**src/rtl/nco_pkg.sv**
```systemverilog
package nco_pkg;

  typedef enum logic [1:0] {
    PM_CONT  = 2'd0,
    PM_ABS   = 2'd1,
    PM_TRACK = 2'd2,
    PM_RSVD  = 2'd3
  } pmode_e;

  // Number of edges from the strobe edge to the commit edge.
  localparam int unsigned COMMIT_LAT = 2;

endpackage

```
**src/rtl/nco_rst_sync.sv**
```systemverilog
module nco_rst_sync #(
  parameter int unsigned STAGES = 2
) (
  input  logic clk,
  input  logic rst_n_a,
  output logic rst_n_s
);

  generate
    if (STAGES <= 1) begin : g_single
      logic q;
      always_ff @(posedge clk or negedge rst_n_a) begin
        if (!rst_n_a) q <= 1'b0;
        else          q <= 1'b1;
      end
      assign rst_n_s = q;
    end else begin : g_chain
      logic [STAGES-1:0] sr;
      always_ff @(posedge clk or negedge rst_n_a) begin
        if (!rst_n_a) sr <= '0;
        else          sr <= {sr[STAGES-2:0], 1'b1};
      end
      assign rst_n_s = sr[STAGES-1];
    end
  endgenerate

endmodule

```
**src/rtl/nco_time_base.sv**
```systemverilog
module nco_time_base #(
  parameter int unsigned TIME_W = 32
) (
  input  logic              clk,
  input  logic              rst_n,
  input  logic              run_start,
  output logic [TIME_W-1:0] tcnt
);

  logic [TIME_W-1:0] tcnt_q, tcnt_d;

  always_comb begin
    if (run_start) tcnt_d = '0;
    else           tcnt_d = tcnt_q + {{(TIME_W-1){1'b0}}, 1'b1};
  end

  always_ff @(posedge clk or negedge rst_n) begin
    if (!rst_n) tcnt_q <= '0;
    else        tcnt_q <= tcnt_d;
  end

  assign tcnt = tcnt_q;

  // run start zeroes the time count
  a_r8_time_zero: assert property (@(posedge clk) disable iff (!rst_n)
    run_start |=> (tcnt_q == '0));

  // time count steps by one per edge otherwise
  a_r6_time_step: assert property (@(posedge clk) disable iff (!rst_n)
    !run_start |=> (tcnt_q == $past(tcnt_q) + 1'b1));

endmodule

```
**src/rtl/nco_upd_pipe.sv**
```systemverilog
module nco_upd_pipe
  import nco_pkg::*;
#(
  parameter int unsigned FTW_W  = 32,
  parameter int unsigned POW_W  = 16,
  parameter int unsigned AMP_W  = 12,
  parameter int unsigned TIME_W = 32
) (
  input  logic              clk,
  input  logic              rst_n,
  input  logic              run_start,
  input  logic [1:0]        cfg_mode,
  input  logic              stb,
  input  logic [FTW_W-1:0]  ftw,
  input  logic [POW_W-1:0]  pow,
  input  logic [AMP_W-1:0]  amp,
  input  logic              mode_ovr,
  input  logic [1:0]        mode,
  input  logic [TIME_W-1:0] tcnt,
  output logic              commit,
  output logic [FTW_W-1:0]  c_ftw,
  output logic [POW_W-1:0]  c_pow,
  output logic [AMP_W-1:0]  c_amp,
  output pmode_e            c_mode,
  output logic [FTW_W-1:0]  c_track
);

  // Time count value that will be current right after the commit edge.
  localparam logic [TIME_W-1:0] LEAD = TIME_W'(COMMIT_LAT + 1);

  // stage 1: capture
  logic              s1_valid_q, s1_valid_d, s1_en;
  logic [FTW_W-1:0]  s1_ftw_q;
  logic [POW_W-1:0]  s1_pow_q;
  logic [AMP_W-1:0]  s1_amp_q;
  pmode_e            s1_mode_q, mode_sel;
  logic [TIME_W-1:0] s1_time_q, s1_time_d;

  // stage 2: tracking product
  logic              s2_valid_q, s2_valid_d, s2_en;
  logic [FTW_W-1:0]  s2_ftw_q;
  logic [POW_W-1:0]  s2_pow_q;
  logic [AMP_W-1:0]  s2_amp_q;
  pmode_e            s2_mode_q;
  logic [FTW_W-1:0]  s2_prod_q, prod_d;
  logic [FTW_W-1:0]  t_ext;

  always_comb begin
    mode_sel   = pmode_e'(mode_ovr ? mode : cfg_mode);
    s1_en      = stb & ~run_start;
    s1_valid_d = s1_en;
    s1_time_d  = tcnt + LEAD;
    s2_en      = s1_valid_q & ~run_start;
    s2_valid_d = s2_en;
  end

  generate
    if (TIME_W >= FTW_W) begin : g_time_cut
      assign t_ext = s1_time_q[FTW_W-1:0];
    end else begin : g_time_pad
      assign t_ext = {{(FTW_W-TIME_W){1'b0}}, s1_time_q};
    end
  endgenerate

  assign prod_d = s1_ftw_q * t_ext;

  always_ff @(posedge clk or negedge rst_n) begin
    if (!rst_n) begin
      s1_valid_q <= 1'b0;
      s1_ftw_q   <= '0;
      s1_pow_q   <= '0;
      s1_amp_q   <= '0;
      s1_mode_q  <= PM_CONT;
      s1_time_q  <= '0;
    end else begin
      s1_valid_q <= s1_valid_d;
      if (s1_en) begin
        s1_ftw_q  <= ftw;
        s1_pow_q  <= pow;
        s1_amp_q  <= amp;
        s1_mode_q <= mode_sel;
        s1_time_q <= s1_time_d;
      end
    end
  end

  always_ff @(posedge clk or negedge rst_n) begin
    if (!rst_n) begin
      s2_valid_q <= 1'b0;
      s2_ftw_q   <= '0;
      s2_pow_q   <= '0;
      s2_amp_q   <= '0;
      s2_mode_q  <= PM_CONT;
      s2_prod_q  <= '0;
    end else begin
      s2_valid_q <= s2_valid_d;
      if (s2_en) begin
        s2_ftw_q  <= s1_ftw_q;
        s2_pow_q  <= s1_pow_q;
        s2_amp_q  <= s1_amp_q;
        s2_mode_q <= s1_mode_q;
        s2_prod_q <= prod_d;
      end
    end
  end

  assign commit  = s2_valid_q & ~run_start;
  assign c_ftw   = s2_ftw_q;
  assign c_pow   = s2_pow_q;
  assign c_amp   = s2_amp_q;
  assign c_mode  = s2_mode_q;
  assign c_track = s2_prod_q;

  // run start empties the pipeline
  a_r8_flush: assert property (@(posedge clk) disable iff (!rst_n)
    run_start |=> (!s1_valid_q && !s2_valid_q));

  // a captured update always reaches the commit stage
  a_r9_advance: assert property (@(posedge clk) disable iff (!rst_n)
    (s1_valid_q && !run_start) |=> s2_valid_q);

  // a strobe is captured on the next stage
  a_r3_capture: assert property (@(posedge clk) disable iff (!rst_n)
    (stb && !run_start) |=> (s1_valid_q && s1_ftw_q == $past(ftw)));

  // the override picks the per-update mode
  a_r7_override: assert property (@(posedge clk) disable iff (!rst_n)
    (stb && !run_start && mode_ovr) |=> (s1_mode_q == pmode_e'($past(mode))));

endmodule

```
**src/rtl/nco_phase_acc.sv**
```systemverilog
module nco_phase_acc
  import nco_pkg::*;
#(
  parameter int unsigned FTW_W = 32,
  parameter int unsigned POW_W = 16,
  parameter int unsigned AMP_W = 12
) (
  input  logic             clk,
  input  logic             rst_n,
  input  logic             run_start,
  input  logic             commit,
  input  logic [FTW_W-1:0] c_ftw,
  input  logic [POW_W-1:0] c_pow,
  input  logic [AMP_W-1:0] c_amp,
  input  pmode_e           c_mode,
  input  logic [FTW_W-1:0] c_track,
  output logic [FTW_W-1:0] phase_out,
  output logic [AMP_W-1:0] amp_out
);

  localparam int unsigned PAD_W = FTW_W - POW_W;

  logic [FTW_W-1:0] acc_q, acc_d, step;
  logic [FTW_W-1:0] ftw_q;
  logic [POW_W-1:0] pow_q;
  logic [AMP_W-1:0] amp_q;

  always_comb begin
    step = acc_q + ftw_q;
    if (run_start) begin
      acc_d = '0;
    end else if (commit) begin
      case (c_mode)
        PM_ABS:   acc_d = '0;
        PM_TRACK: acc_d = c_track;
        default:  acc_d = step;
      endcase
    end else begin
      acc_d = step;
    end
  end

  always_ff @(posedge clk or negedge rst_n) begin
    if (!rst_n) acc_q <= '0;
    else        acc_q <= acc_d;
  end

  always_ff @(posedge clk or negedge rst_n) begin
    if (!rst_n) begin
      ftw_q <= '0;
      pow_q <= '0;
      amp_q <= '0;
    end else if (commit) begin
      ftw_q <= c_ftw;
      pow_q <= c_pow;
      amp_q <= c_amp;
    end
  end

  assign phase_out = acc_q + {pow_q, {PAD_W{1'b0}}};
  assign amp_out   = amp_q;

  // free accumulation between commits
  a_r2_accumulate: assert property (@(posedge clk) disable iff (!rst_n)
    (!commit && !run_start) |=> (acc_q == $past(acc_q) + $past(ftw_q)));

  // continuous commits keep the running phase
  a_r4_cont_keep: assert property (@(posedge clk) disable iff (!rst_n)
    (commit && (c_mode == PM_CONT || c_mode == PM_RSVD))
      |=> (acc_q == $past(acc_q) + $past(ftw_q)));

  // absolute commits restart from zero
  a_r5_abs_clear: assert property (@(posedge clk) disable iff (!rst_n)
    (commit && c_mode == PM_ABS) |=> (acc_q == '0));

  // tracking commits load the precomputed product
  a_r6_track_load: assert property (@(posedge clk) disable iff (!rst_n)
    (commit && c_mode == PM_TRACK) |=> (acc_q == $past(c_track)));

  // run start clears the accumulator
  a_r8_acc_zero: assert property (@(posedge clk) disable iff (!rst_n)
    run_start |=> (acc_q == '0));

  // amplitude holds between commits
  a_r10_amp_hold: assert property (@(posedge clk) disable iff (!rst_n)
    !commit |=> $stable(amp_q));

endmodule

```
**src/rtl/nco_phase_core.sv**
```systemverilog
module nco_phase_core
  import nco_pkg::*;
#(
  parameter int unsigned FTW_W       = 32,
  parameter int unsigned POW_W       = 16,
  parameter int unsigned AMP_W       = 12,
  parameter int unsigned TIME_W      = 32,
  parameter int unsigned SYNC_STAGES = 2
) (
  input  logic             clk,
  input  logic             rst_n,
  input  logic             run_start,
  input  logic [1:0]       cfg_mode,
  input  logic             upd_stb,
  input  logic [FTW_W-1:0] upd_ftw,
  input  logic [POW_W-1:0] upd_pow,
  input  logic [AMP_W-1:0] upd_amp,
  input  logic             upd_mode_ovr,
  input  logic [1:0]       upd_mode,
  output logic [FTW_W-1:0] phase_out,
  output logic [AMP_W-1:0] amp_out
);

  logic              rst_n_s;
  logic [TIME_W-1:0] tcnt;
  logic              commit;
  logic [FTW_W-1:0]  c_ftw, c_track;
  logic [POW_W-1:0]  c_pow;
  logic [AMP_W-1:0]  c_amp;
  pmode_e            c_mode;

  nco_rst_sync #(.STAGES(SYNC_STAGES)) u_rst (
    .clk     (clk),
    .rst_n_a (rst_n),
    .rst_n_s (rst_n_s)
  );

  nco_time_base #(.TIME_W(TIME_W)) u_time (
    .clk       (clk),
    .rst_n     (rst_n_s),
    .run_start (run_start),
    .tcnt      (tcnt)
  );

  nco_upd_pipe #(
    .FTW_W (FTW_W), .POW_W (POW_W), .AMP_W (AMP_W), .TIME_W (TIME_W)
  ) u_pipe (
    .clk       (clk),
    .rst_n     (rst_n_s),
    .run_start (run_start),
    .cfg_mode  (cfg_mode),
    .stb       (upd_stb),
    .ftw       (upd_ftw),
    .pow       (upd_pow),
    .amp       (upd_amp),
    .mode_ovr  (upd_mode_ovr),
    .mode      (upd_mode),
    .tcnt      (tcnt),
    .commit    (commit),
    .c_ftw     (c_ftw),
    .c_pow     (c_pow),
    .c_amp     (c_amp),
    .c_mode    (c_mode),
    .c_track   (c_track)
  );

  nco_phase_acc #(
    .FTW_W (FTW_W), .POW_W (POW_W), .AMP_W (AMP_W)
  ) u_acc (
    .clk       (clk),
    .rst_n     (rst_n_s),
    .run_start (run_start),
    .commit    (commit),
    .c_ftw     (c_ftw),
    .c_pow     (c_pow),
    .c_amp     (c_amp),
    .c_mode    (c_mode),
    .c_track   (c_track),
    .phase_out (phase_out),
    .amp_out   (amp_out)
  );

endmodule

```
**config.mk**
```make
export PLATFORM = sky130hd
export DESIGN_NAME = nco_phase_core
export DESIGN_NICKNAME = d
export VERILOG_FILES = /design/src/rtl/nco_pkg.sv /design/src/rtl/nco_rst_sync.sv /design/src/rtl/nco_time_base.sv /design/src/rtl/nco_upd_pipe.sv /design/src/rtl/nco_phase_acc.sv /design/src/rtl/nco_phase_core.sv
export SDC_FILE = /design/constraint.sdc
export NUM_CORES = 2
export LEC_CHECK = 0
export ABC_CLOCK_PERIOD_IN_PS = 8640
export BUFFER_PORTS_ARGS = -buffer_cell sky130_fd_sc_hd__buf_2
export CORE_MARGIN = 1.5
export CORE_UTILIZATION = 40
export DETAILED_ROUTE_END_ITERATION = 12
export GPL_TIMING_DRIVEN = 0
export HOLD_SLACK_MARGIN = 0.02
export SLEW_MARGIN = 20
export SYNTH_ARGS = -nofsm -noshare
export SYNTH_HDL_FRONTEND = slang
export SYNTH_SLANG_ARGS = --single-unit
```
**constraint.sdc**
```tcl
create_clock -name clk -period 8.64 [get_ports clk]
set_input_delay 1.728 -clock clk [delete_from_list [all_inputs] [get_ports clk]]
set_output_delay 1.728 -clock clk [all_outputs]
set_load 0.02 [all_outputs]
```
==> results.tsv <==
metric	value	unit
status	complete, no violations	
drt_iter0_drc	1750	
dieArea	0.0776	mm^2
min_period	8.42	ns
grt_max_degree	56	
die_y	279	um
worst_ir_drop_vdd	0.156	mV
slew_viol_final	0	
port_buffers	112	
seqPwrFrac	33.4	%
cp-start-kind	flip-flop	
grt_pass1_vias	23883	
syn_nets	3936	
crit_type	flip-flop to flip-flop	
dr_total_vias	23133	
dpl.hpwl	75.7	mm
syn_inst	3285	
register_area	0.00791	mm^2
fin_skew	0.0188	ns
multiInputGateArea	0.0201	mm^2
ios	113	
path_clk_slew	0.06	ns
grtUsageTotal	25.6	%
drive_gt1_share	7.88	%
coreArea	0.0748	mm^2
ys_seq_area_share	26.0	%
slew_headroom	20.2	%
tritoncts	done	
min_path_type	flip-flop to asynchronous set/reset pin	
synth.distinct_cells	66	
grt_pass1_wl	148	mm
cp-end-kind	flip-flop	
h-tree-depth	2	
fillers	7291	
synth_top_area_share	27.0	%
cts.sink_count	316	
clockRootBuffer	clkbuf_16	
synth.most_common_cell	nand2_1	
drc	0	
worst_pin_slew	1.20	ns
pwr_density_cell	186	mW/mm^2
setup_viol	0	
rows	100	
rr_startpoint	u_pipe.s1_time_q[8]	
finalCritPeriodShare	97.4	%
regToRegSetupSlack	0.22	ns
synth.area.top_cells	fa_1 27%, dfrtp_1 26%, nand2_1 9.3%, ha_1 7.1%, and2_1 5.6%	
gp_congestion	0.985	
rsz0062_at_grt	no	
synth_area_leader_cell	fa_1	
post-route-util	44.7	%
dpl_worst_slack	0.0164	ns
ant_nets	0	
area_growth	10.2	%
maxCapViolCount	0	
synth_area_per_cell	9.24	um^2
cp.required	9.05	ns
arrival	8.83	ns
start_util	40.6	%
nNetsFinal	4090	
p_comb_share	42.5	%
r2r_end	u_pipe.c_track[27]	
timing.setup.tns	0	ns
vias_per_cell	5.21	
synthFlopType	dfrtp_1	
worstPathMaxFanout	10	
syn-cell-area	0.0304	mm^2
rr_worst_depth	25	
drt-total-wl	96.8	mm
cts_inserted_buffers	35	
antenna_found_initial	4	
die_width	279	um
cts_buffer_depth	3	
wl_per_cell	21.8	um
grt_overflow	0	
clock_latency	0.56	ns
synth_edf_count	0	
swShare	40.7	%
p_clk_share	24.2	%
leakage	16.6	nW
setup_slack	0.222	ns
max_freq	0.119	GHz
yosys-top-cells-count	756 x nand2_1, 424 x inv_1, 410 x fa_1	
p_int	3.68	mW
final-hold-violation-count	0	
cts_setup_buffers	0	
ys_warn_count	0	
ys_seq_elements	316	
firstDrtPassIters	5	
postSynth.asyncResetShare	100	%
p_switching	2.53	mW
==> kinds of logic after synthesis <==
| family | after synthesis | share of synthesized area (%) |
|---|---|---|
| xor gates and xnor gates | 176 | 5.08 |
| muxes | 64 | 2.36 |
| other | 1 | 0.0123 |
| AOI/OAI and AO/OA | 301 | 6.26 |
| buffers and inverters | 610 | 7.74 |
| DFF | 316 | 26.0 |
| and+or+nand+nor | 1235 | 18.4 |
| adders and majority gates | 582 | 34.1 |
==> power by group through the flow <==
| stage | sequential, mW | clock, mW | combinational (mW) |
|---|---|---|---|
| after floorplan | 2.00 | 0 | 1.82 |
| after global placement | 2.12 | 0 | 2.56 |
| after detailed placement | 2.10 | 0 | 2.61 |
| after CTS | 2.07 | 1.53 | 2.64 |
| after global routing | 2.11 | 1.59 | 2.91 |
| final | 2.07 | 1.50 | 2.64 |
==> cell type report <==
class	count	share of cell area, %
clock inverters	17	0.411
flip-flops and latches	316	23.6
repair buffers	118	2.12
plain buffers	183	2.26
multi-input cells	2359	60.1
clock buffers	46	2.98
diodes	8	0.0598
well taps	969	3.62
inverters	426	4.78
==> how the worst max path moves through the flow <==
stage                                   start                 end
after floorplan           u_pipe.s1_time_q[3]  u_pipe.c_track[27]
after global placement     u_pipe.s1_ftw_q[4]  u_pipe.c_track[27]
after detailed placement   u_pipe.s1_ftw_q[6]  u_pipe.c_track[27]
after CTS                  u_pipe.s1_ftw_q[4]  u_pipe.c_track[27]
after global routing       u_pipe.s1_ftw_q[5]  u_pipe.c_track[30]
final                     u_pipe.s1_time_q[8]  u_pipe.c_track[27]
==> per-stage QoR <==
stage               total power, mW  std cells  hold WS, ns  area [um^2]
finish                         6.21       4442        0.323        33500
global route                   6.61       4434        0.376        33400
CTS                            6.24       4435        0.350        33400
detailed placement             4.71       4372        0.344        32300
global placement               4.68       4366        0.338        32100
floorplan                      3.82       3285        0.331        30400
==> metal layers <==
layer,up-vias,track usage (%),wire length (um)
li1,10444,-,-
met3,216,5.09,7520
met5,-,0,13
met2,845,39.9,43400
met4,2,10.7,4430
met1,11626,34.8,41500
==> layout by cell type (no fill, tap or decap), types with 8 or more instances in the layout <==
master,instances
diode_2,8
and2_1,273
nand3_1,39
or3_1,11
o21bai_1,8
a31oi_1,8
ha_1,172
dfrtp_1,315
fa_1,410
o21a_1,8
xor2_1,66
a21oi_1,77
clkbuf_1,159
xnor2_1,110
inv_1,424
o21ai_1,8
and3_1,9
nor3_1,19
nand2b_1,12
buf_2,112
buf_4,16
nor2_1,79
o21ai_0,91
a21o_1,32
clkbuf_16,35
nor2b_1,12
a22o_1,10
a211oi_1,11
mux2_2,60
nand2_1,756
clkbuf_8,8
clkinv_2,8
==> critical path, cell delays in order (launching register included) <==
cell      delay, ns
dfrtp_1        0.76
clkbuf_1       0.86
nand2_1        0.21
fa_1           0.58
inv_1          0.06
fa_1           0.41
inv_1          0.08
fa_1           0.42
fa_1           0.49
inv_1          0.05
fa_1           0.48
fa_1           0.56
inv_1          0.06
fa_1           0.45
fa_1           0.49
inv_1          0.04
ha_1           0.33
a21o_1         0.19
a21oi_1        0.14
nor2b_1        0.06
a311o_1        0.45
a311o_1        0.46
a21o_1         0.21
a21oi_2        0.14
xor2_1         0.19
o21ai_1        0.08
==> registers in the layout, indices dropped and copies added (netlist names), 16 cells and up <==
signal,flops
u_pipe.s1_time_q,32
u_pipe.s1_ftw_q,32
u_acc.ftw_q,32
u_acc.acc_q,32
u_pipe.s1_pow_q,16
u_acc.pow_q,16
u_pipe.c_track,32
u_time.tcnt,32
u_pipe.c_ftw,32
u_pipe.c_pow,16
==> what timing repair did <==
action	4_1_cts	5_1_grt
pin swaps	0	0
setup endpoints to repair	1	7
resized for setup	1	9
hold buffers	0	0
(Power assumes the default switching activity.)
